## config.mk

```make
export PLATFORM = sky130hd
export DESIGN_NAME = pcf_fetch_unit
export DESIGN_NICKNAME = d
export VERILOG_FILES = /design/src/rtl/pcf_pkg.sv /design/src/rtl/pcf_next_sel.sv /design/src/rtl/pcf_insn_gate.sv /design/src/rtl/pcf_fetch_unit.sv
export SDC_FILE = /design/constraint.sdc
export NUM_CORES = 1
export LEC_CHECK = 0
export ABC_AREA = 1
export BUFFER_PORTS_ARGS = -buffer_cell sky130_fd_sc_hd__clkbuf_2
export CAP_MARGIN = 15
export CORE_UTILIZATION = 45
export DETAILED_ROUTE_END_ITERATION = 6
export PLACE_DENSITY_LB_ADDON = 0.1
export SYNTH_ARGS = -nofsm -noshare
export SYNTH_HDL_FRONTEND = slang
export SYNTH_SLANG_ARGS = --single-unit
```

## constraint.sdc

```tcl
create_clock -name clk_i -period 2.5 [get_ports clk_i]
set_input_delay 0 -clock clk_i [delete_from_list [all_inputs] [get_ports clk_i]]
set_output_delay 0 -clock clk_i [all_outputs]
set_load 0.1 [all_outputs]
```

## src/rtl/pcf_pkg.sv

```systemverilog
package pcf_pkg;

    localparam int unsigned XLEN          = 32;
    localparam logic [31:0] ENTRY_DEFAULT = 32'h0000_1000;
    localparam logic [31:0] NOP_DEFAULT   = 32'h0000_0013;
    localparam int unsigned STEP_DEFAULT  = 4;

    // Source of the next program counter value
    typedef enum logic [1:0] {
        NPC_HOLD  = 2'd0,
        NPC_SEQ   = 2'd1,
        NPC_REDIR = 2'd2,
        NPC_ENTRY = 2'd3
    } npc_src_e;

endpackage

```

## src/rtl/pcf_next_sel.sv

```systemverilog
module pcf_next_sel
    import pcf_pkg::*;
#(
    parameter int unsigned    ADDR_W     = XLEN,
    parameter logic [ADDR_W-1:0] ENTRY_ADDR = ADDR_W'(ENTRY_DEFAULT),
    parameter int unsigned    PC_STEP    = STEP_DEFAULT
) (
    input  logic              rst_i,
    input  logic              valid_i,
    input  logic              redir_i,
    input  logic [ADDR_W-1:0] target_i,
    input  logic [ADDR_W-1:0] pc_q_i,
    output logic [ADDR_W-1:0] pc_d_o
);

    localparam logic [ADDR_W-1:0] STEP_V   = ADDR_W'(PC_STEP);
    localparam logic [ADDR_W-1:0] LSB_MASK = ~ADDR_W'(1);

    npc_src_e src_d;

    // Priority: reset, then redirect, then sequential, else hold
    always_comb begin
        if (rst_i)        src_d = NPC_ENTRY;
        else if (redir_i) src_d = NPC_REDIR;
        else if (valid_i) src_d = NPC_SEQ;
        else              src_d = NPC_HOLD;
    end

    always_comb begin
        unique case (src_d)
            NPC_ENTRY: pc_d_o = ENTRY_ADDR;
            NPC_REDIR: pc_d_o = target_i & LSB_MASK;
            NPC_SEQ:   pc_d_o = pc_q_i + STEP_V;
            default:   pc_d_o = pc_q_i;
        endcase
    end

endmodule

```

## src/rtl/pcf_insn_gate.sv

```systemverilog
module pcf_insn_gate
    import pcf_pkg::*;
#(
    parameter int unsigned       INSN_W   = XLEN,
    parameter logic [INSN_W-1:0] NOP_WORD = INSN_W'(NOP_DEFAULT)
) (
    input  logic              clk_i,
    input  logic              rst_i,
    input  logic              valid_i,
    input  logic [INSN_W-1:0] rdata_i,
    output logic [INSN_W-1:0] insn_o
);

    always_comb begin
        insn_o = valid_i ? rdata_i : NOP_WORD;
    end

    // invalid fetch shows the no-operation word
    p_nop_on_invalid_r2: assert property (@(posedge clk_i) disable iff (rst_i)
        !valid_i |-> insn_o == NOP_WORD);

    // valid fetch passes the memory data through
    p_pass_on_valid_r6: assert property (@(posedge clk_i) disable iff (rst_i)
        valid_i |-> insn_o == rdata_i);

endmodule

```

## src/rtl/pcf_fetch_unit.sv

```systemverilog
module pcf_fetch_unit
    import pcf_pkg::*;
#(
    parameter int unsigned       ADDR_W     = XLEN,
    parameter int unsigned       INSN_W     = XLEN,
    parameter logic [ADDR_W-1:0] ENTRY_ADDR = ADDR_W'(ENTRY_DEFAULT),
    parameter logic [INSN_W-1:0] NOP_WORD   = INSN_W'(NOP_DEFAULT),
    parameter int unsigned       PC_STEP    = STEP_DEFAULT
) (
    input  logic              clk_i,
    input  logic              rst_i,
    input  logic              insn_valid_i,
    input  logic [INSN_W-1:0] insn_rdata_i,
    input  logic              redir_i,
    input  logic [ADDR_W-1:0] redir_target_i,
    output logic [ADDR_W-1:0] pc_o,
    output logic [INSN_W-1:0] insn_o
);

    localparam logic [ADDR_W-1:0] STEP_V = ADDR_W'(PC_STEP);

    typedef struct packed {
        logic [ADDR_W-1:0] pc;
    } fetch_state_t;

    fetch_state_t      st_d, st_q;
    logic [ADDR_W-1:0] npc_d;

    pcf_next_sel #(
        .ADDR_W     (ADDR_W),
        .ENTRY_ADDR (ENTRY_ADDR),
        .PC_STEP    (PC_STEP)
    ) i_next_sel (
        .rst_i    (rst_i),
        .valid_i  (insn_valid_i),
        .redir_i  (redir_i),
        .target_i (redir_target_i),
        .pc_q_i   (st_q.pc),
        .pc_d_o   (npc_d)
    );

    pcf_insn_gate #(
        .INSN_W   (INSN_W),
        .NOP_WORD (NOP_WORD)
    ) i_insn_gate (
        .clk_i   (clk_i),
        .rst_i   (rst_i),
        .valid_i (insn_valid_i),
        .rdata_i (insn_rdata_i),
        .insn_o  (insn_o)
    );

    always_comb begin
        st_d    = st_q;
        st_d.pc = npc_d;
    end

    always_ff @(posedge clk_i) begin
        st_q <= st_d;
    end

    assign pc_o = st_q.pc;

    // first cycle out of reset starts at the entry address
    p_entry_after_reset_r1: assert property (@(posedge clk_i) disable iff (rst_i)
        $fell(rst_i) |-> pc_o == ENTRY_ADDR);

    // redirect loads the target with bit 0 cleared
    p_redirect_load_r3: assert property (@(posedge clk_i) disable iff (rst_i)
        redir_i |=> pc_o == ($past(redir_target_i) & ~ADDR_W'(1)));

    // valid fetch without redirect steps one word
    p_seq_step_r4: assert property (@(posedge clk_i) disable iff (rst_i)
        (insn_valid_i && !redir_i) |=> pc_o == $past(pc_o) + STEP_V);

    // invalid fetch without redirect holds
    p_hold_invalid_r5: assert property (@(posedge clk_i) disable iff (rst_i)
        (!insn_valid_i && !redir_i) |=> $stable(pc_o));

    // bit 0 of the address is never set out of reset
    p_even_pc_r8: assert property (@(posedge clk_i) disable iff (rst_i)
        pc_o[0] == 1'b0);

endmodule

```

### Yosys cells after proc, flatten, opt, wreduce, memory -nomap -nowiden

Cells that the tools add are included.

| storage, ports and cells | value |
|---|---|
| bits in registers | 32 |
| output and inout bits | 64 |

| cells by class | value |
|---|---|
| add/sub/neg operators | 1 |
| reductions and logical operators | 1 |
| multiplexer cells | 5 |
| eq/ne operators | 3 |

Operator list:

| cell | number |
|---|---|
| one-hot mux 32 bit (3 select lines) | 1 |
| adder 32 x 3 -> 32 bit (second input constant) | 1 |
| 2-to-1 mux 32 bit | 1 |
| equality test 2 bit (second input constant) | 2 |
| 2-to-1 mux 2 bit | 2 |
| nonzero test 3 bit | 1 |
| equality test 2 x 1 -> 1 bit (second input constant) | 1 |
| 2-to-1 mux 1 bit | 1 |

### Longest topological paths before layout

| logic depth | value |
|---|---|
| word-level depth | 5 |
| gate-level depth with buffers | 11 |

### Cells and area by module

A second synthesis with hierarchy kept.

| unflattened totals | value |
|---|---|
| cells, all modules | 409 |
| area total of the unflattened synthesis | 2349.8 um^2 |

Modules (own cells, without submodules):

| module | instances | area each (um^2) | sequential area each (um^2) | cells an instance |
|---|---|---|---|---|
| pcf_next_sel | 1 | 1435.1 | 0.0 | 310 |
| pcf_fetch_unit | 1 | 640.6 | 640.6 | 32 |
| pcf_insn_gate | 1 | 274.0 | 0.0 | 67 |

### Worst setup path after synthesis

Ideal clock, no wire load.

| path | value |
|---|---|
| kind | reg2reg |
| from | reg st_q (netlist bit pc_o[2]) |
| to | reg st_q (netlist bit pc_o[26]), data pin |
| slack | 0.246 ns |
| required time | 2.246 ns |
| buffers on the path | 0 |
| cell stages (with the launch flop) | 9 |
| period minus slack after synthesis | 2.254 ns |
| arrival | 2.000 ns |
| path through | edfxtp_1 ha_1 nand2_1 nor2_4 nand2_2 nor2_4 nand3_1 nand3_1 nand2_1 |

| on the way | value |
|---|---|
| cells in the longest elaborated chain, start to end | 2 |

RTL lines:

| what | line | source |
|---|---|---|
| start: declaration | pcf_fetch_unit.sv:26 | `fetch_state_t st_d, st_q;` |
| start signal: assignment | pcf_fetch_unit.sv:59 | `st_q <= st_d;` |
| adder 32 x 3 -> 32 bit | pcf_next_sel.sv:33 | `NPC_SEQ: pc_d_o = pc_q_i + STEP_V;` |
| one-hot mux 32 bit (3 select lines) | pcf_next_sel.sv:30 | `unique case (src_d)` |

Every way passes these cells.
A chain may end at the register's enable or synchronous reset.

### Final worst setup path

| path | value |
|---|---|
| from | in redir_i |
| to | reg st_q (netlist bit pc_o[4]), data pin |

| on the way | value |
|---|---|
| cells in the longest elaborated chain, start to end | 4 |

RTL lines:

| what | line | source |
|---|---|---|
| start: declaration | pcf_fetch_unit.sv:14 | `input logic redir_i,` |
| 2-to-1 mux 2 bit (*) | pcf_next_sel.sv:24 | `else if (redir_i) src_d = NPC_REDIR;` |
| 2-to-1 mux 2 bit (*) | pcf_next_sel.sv:23 | `if (rst_i) src_d = NPC_ENTRY;` |
| equality test 2 x 1 -> 1 bit / equality test 2 bit (equally long branches) | pcf_next_sel.sv:30 |  |
| one-hot mux 32 bit (3 select lines) (*) | pcf_next_sel.sv:30 |  |

Every way passes the cells marked *; elsewhere a longest branch is shown, timed or not.

==> impl_metrics.ini <==
[status]
run_status = completed

[clock_tree]
clkLatencyLatePin_ns = 0.29
cts-buffers-inserted = 5
cts-root-buf = sky130_fd_sc_hd__clkbuf_8
clkSinkCount = 31
cts.repair_timing.setup_buffer_count = 0
h_tree_depth_reported_by_cts = 2
clock_tree_from_tritoncts = yes
maximum_count_of_clock_buffers_along_a_single_path = 2
worst_setup_hold_path_clk_slew_ns = 0.06
post_cts_resize_count = 0

[routing]
finalWirelength_mm = 6.52
ant_nets = 0
post_drt_via_cell_ratio = 4.62
initialDrtViolationCount = 132
route.detailed.wl_per_inst_um = 11.0
total_vias_in_the_final_route = 2749
dr.pass1.iters = 4
drt_drc_violations_left = 0

[hold_path]
min_delay_path_class = in -> reg
worst_hold_path.num_cells = 3
hold_path_startpoint = redir_target_i[17]
holdPathEnd = pc_o[17]

[yosys]
synth_enable_flop_cells = 31
ys_warn_count = 0
yosysUniqueCellTypes = 22
synth.top_cell.area_share_pct = 38.3
synth_ff_type = sky130_fd_sc_hd__edfxtp_1
synth_async_sr_flop_share_pct = 0
yosys-top-cells-area = sky130_fd_sc_hd__edfxtp_1, sky130_fd_sc_hd__nand2_1, sky130_fd_sc_hd__inv_1, sky130_fd_sc_hd__nand3_1, sky130_fd_sc_hd__nor2_1
synth_commonest_cells = sky130_fd_sc_hd__nand2_1, sky130_fd_sc_hd__inv_1, sky130_fd_sc_hd__nor2_1
synth_top_area_cell = sky130_fd_sc_hd__edfxtp_1
post_synth_design_cell_area_um2 = 2430
postSynthNetCount = 447
synth_seq_cells = 31
synth.avg_cell_area_um2 = 6.48
sequential_fraction_of_the_synthesis_area_pct = 38.3
syn_inst = 375
synth.most_common_cell = sky130_fd_sc_hd__nand2_1

[global_route]
grt_first_pass_wirelength_mm = 10.1
grt_use_total_pct = 23.5
globalRoute.totalOverflow = 0
grt_max_degree = 31
antenna_found_initial = 0
first_global_vias = 2431

[floorplanning]
die_x_um = 75.5
floorplan.core_area_um2 = 5140
pin_count = 132
initial_core_utilization_pct = 47.2
placementRows = 26
die_area_um2 = 5690
die-height_um = 75.5

[timing]
final_max_slew_viol_count = 0
worst_clock_skew_ns = 0.00579
headroom_to_the_max_slew_limit_pct = 57.1
hold_viol_final = 0
grt_setup_unrepaired = no
post-route-period-util_pct = 70.7
fmax_ghz = 0.565
final.hold.worst_slack_ns = 0.000717
timing.final.setup_violations = 0
tightestPinTransition_ns = 0.643
finalSetupTns_ns = 0
min_period_ns = 1.77

[setup_path]
timing.rr.end = pc_o[12]
critical-path-top-cell-by-count = sky130_fd_sc_hd__inv_1
crit_path_end_kind = flip-flop
worst_setup_path_start_kind = input pin
worst_path_max_delay_cell = sky130_fd_sc_hd__inv_1
regToRegSetupSlack_ns = 0.80
regToRegStartpoint = pc_o[2]
crit_path_cell_trace = clkbuf_2 > inv_1 > a21oi_1 > inv_1 > ha_1 > inv_1 > nand2_1 > inv_1 > a32o_1
critical-path-max-stage-delay_ns = 0.38
critical_path_required_ns = 2.54
crit_path_max_fanout = 20
critPathKind = in -> reg
timing.critical_path.arrival_ns = 1.81
reg2reg_depth = 8

[run]
max_cap_check_violation_count = 0

[finish]
area_delta_synth_final_pct = 40.4
antenna_cell_count = 0
largest_reg_flops = 31
non_filler_instance_count_after_layout = 595
final_cell_area_um2 = 3410
layout-drive-gt1-share_pct = 30.1
num-nets-final = 596

[placement]
dp_cells = 569
placement.cell_area_um2 = 3150
place_congestion = 0.854
place.port_buffers = 129
hpwlAfterDp_mm = 5.03

[power]
power.density_cell_area_nw_per_um2 = 529
irDropWorstVdd_v = 0.000277
finalPower_mw = 1.80
p_leak_nw = 1.88
-- stage by stage --
step                utilization [%]  setup slack [ns]
floorplan                         -             0.246
global route                   66.4             0.526
detailed placement             61.3             0.446
global placement               61.3             0.498
CTS                            66.4             0.742
finish                         66.4             0.732
-- timing repair --
action,CTS,global route
endpoints found under the hold margin,18,0
endpoints found under the setup margin,0,0
hold buffers,18,0
-- cell usage in the layout (no fill, tap or decap), types with 2 or more instances in the layout --
cell and n:
sky130_fd_sc_hd__nand2_1 159, sky130_fd_sc_hd__clkbuf_2 129, sky130_fd_sc_hd__inv_1 62, sky130_fd_sc_hd__nor2_1 35
sky130_fd_sc_hd__edfxtp_1 31, sky130_fd_sc_hd__nand3_1 27, sky130_fd_sc_hd__dlygate4sd3_1 18, sky130_fd_sc_hd__o21ai_0 9
sky130_fd_sc_hd__a21oi_1 9, sky130_fd_sc_hd__nor2_4 6, sky130_fd_sc_hd__or2_2 5, sky130_fd_sc_hd__nor2_2 5
sky130_fd_sc_hd__clkbuf_8 5, sky130_fd_sc_hd__o21ai_1 4, sky130_fd_sc_hd__ha_1 4, sky130_fd_sc_hd__buf_4 4
sky130_fd_sc_hd__nand2_2 3, sky130_fd_sc_hd__and2_1 2, sky130_fd_sc_hd__clkbuf_1 2
-- cell families after synthesis --
logic type               Yosys count  synth area share [%]
AO/OA/AOI/OAI                     26                  5.92
flip-flops                        31                  38.3
AND/OR/NAND/NOR                  242                  42.2
adder cells (fa/ha/maj)            4                  2.06
other                              1                 0.154
buffers and inverters             71                  11.3
-- routing by layer --
layer | GRT usage, % | part of all wire [%] | up-vias | routed length (µm)
li1 | - | - | 1449 | -
met1 | 27.5 | 41 | 1178 | 2690
met2 | 41.9 | 51 | 109 | 3310
met3 | 4.89 | 6.1 | 13 | 401
met4 | 9.88 | 1.9 | 0 | 125
met5 | 0 | 0 | - | 0
-- worst max-delay path by stage --
stage	startpoint	endpoint	slack, ns
after global placement	redir_i	pc_o[4]	0.50
after CTS	redir_i	pc_o[4]	0.74
after detailed placement	redir_i	pc_o[10]	0.45
final	redir_i	pc_o[4]	0.73
after global routing	redir_i	pc_o[17]	0.53
after floorplan	pc_o[2]	pc_o[26]	0.25
-- worst max-delay path: cells and delay by family --
family                   cells  cell delay [ns]
adder cells (fa/ha/maj)      1             0.31
buffers and inverters        5             0.67
AO/OA/AOI/OAI                2             0.58
AND/OR/NAND/NOR              1             0.26
-- layout make-up --
| cell class | instances | area (µm²) |
|---|---|---|
| fill | 488 | 1730 |
| multi-input combinational | 273 | 1220 |
| clock inverter | 1 | 5.00 |
| tap | 70 | 87.6 |
| timing repair buffer | 151 | 856 |
| sequential | 31 | 931 |
| clock buffer | 7 | 76.3 |
| inverter | 62 | 233 |
-- where the power goes --
part           switching, mW  total, mW  internal, mW
clock                  0.192      0.387         0.195
sequential            0.0472      0.665         0.618
combinational          0.614      0.752         0.139
total                  0.852       1.80         0.952
Power figures use the tool's default switching activity.
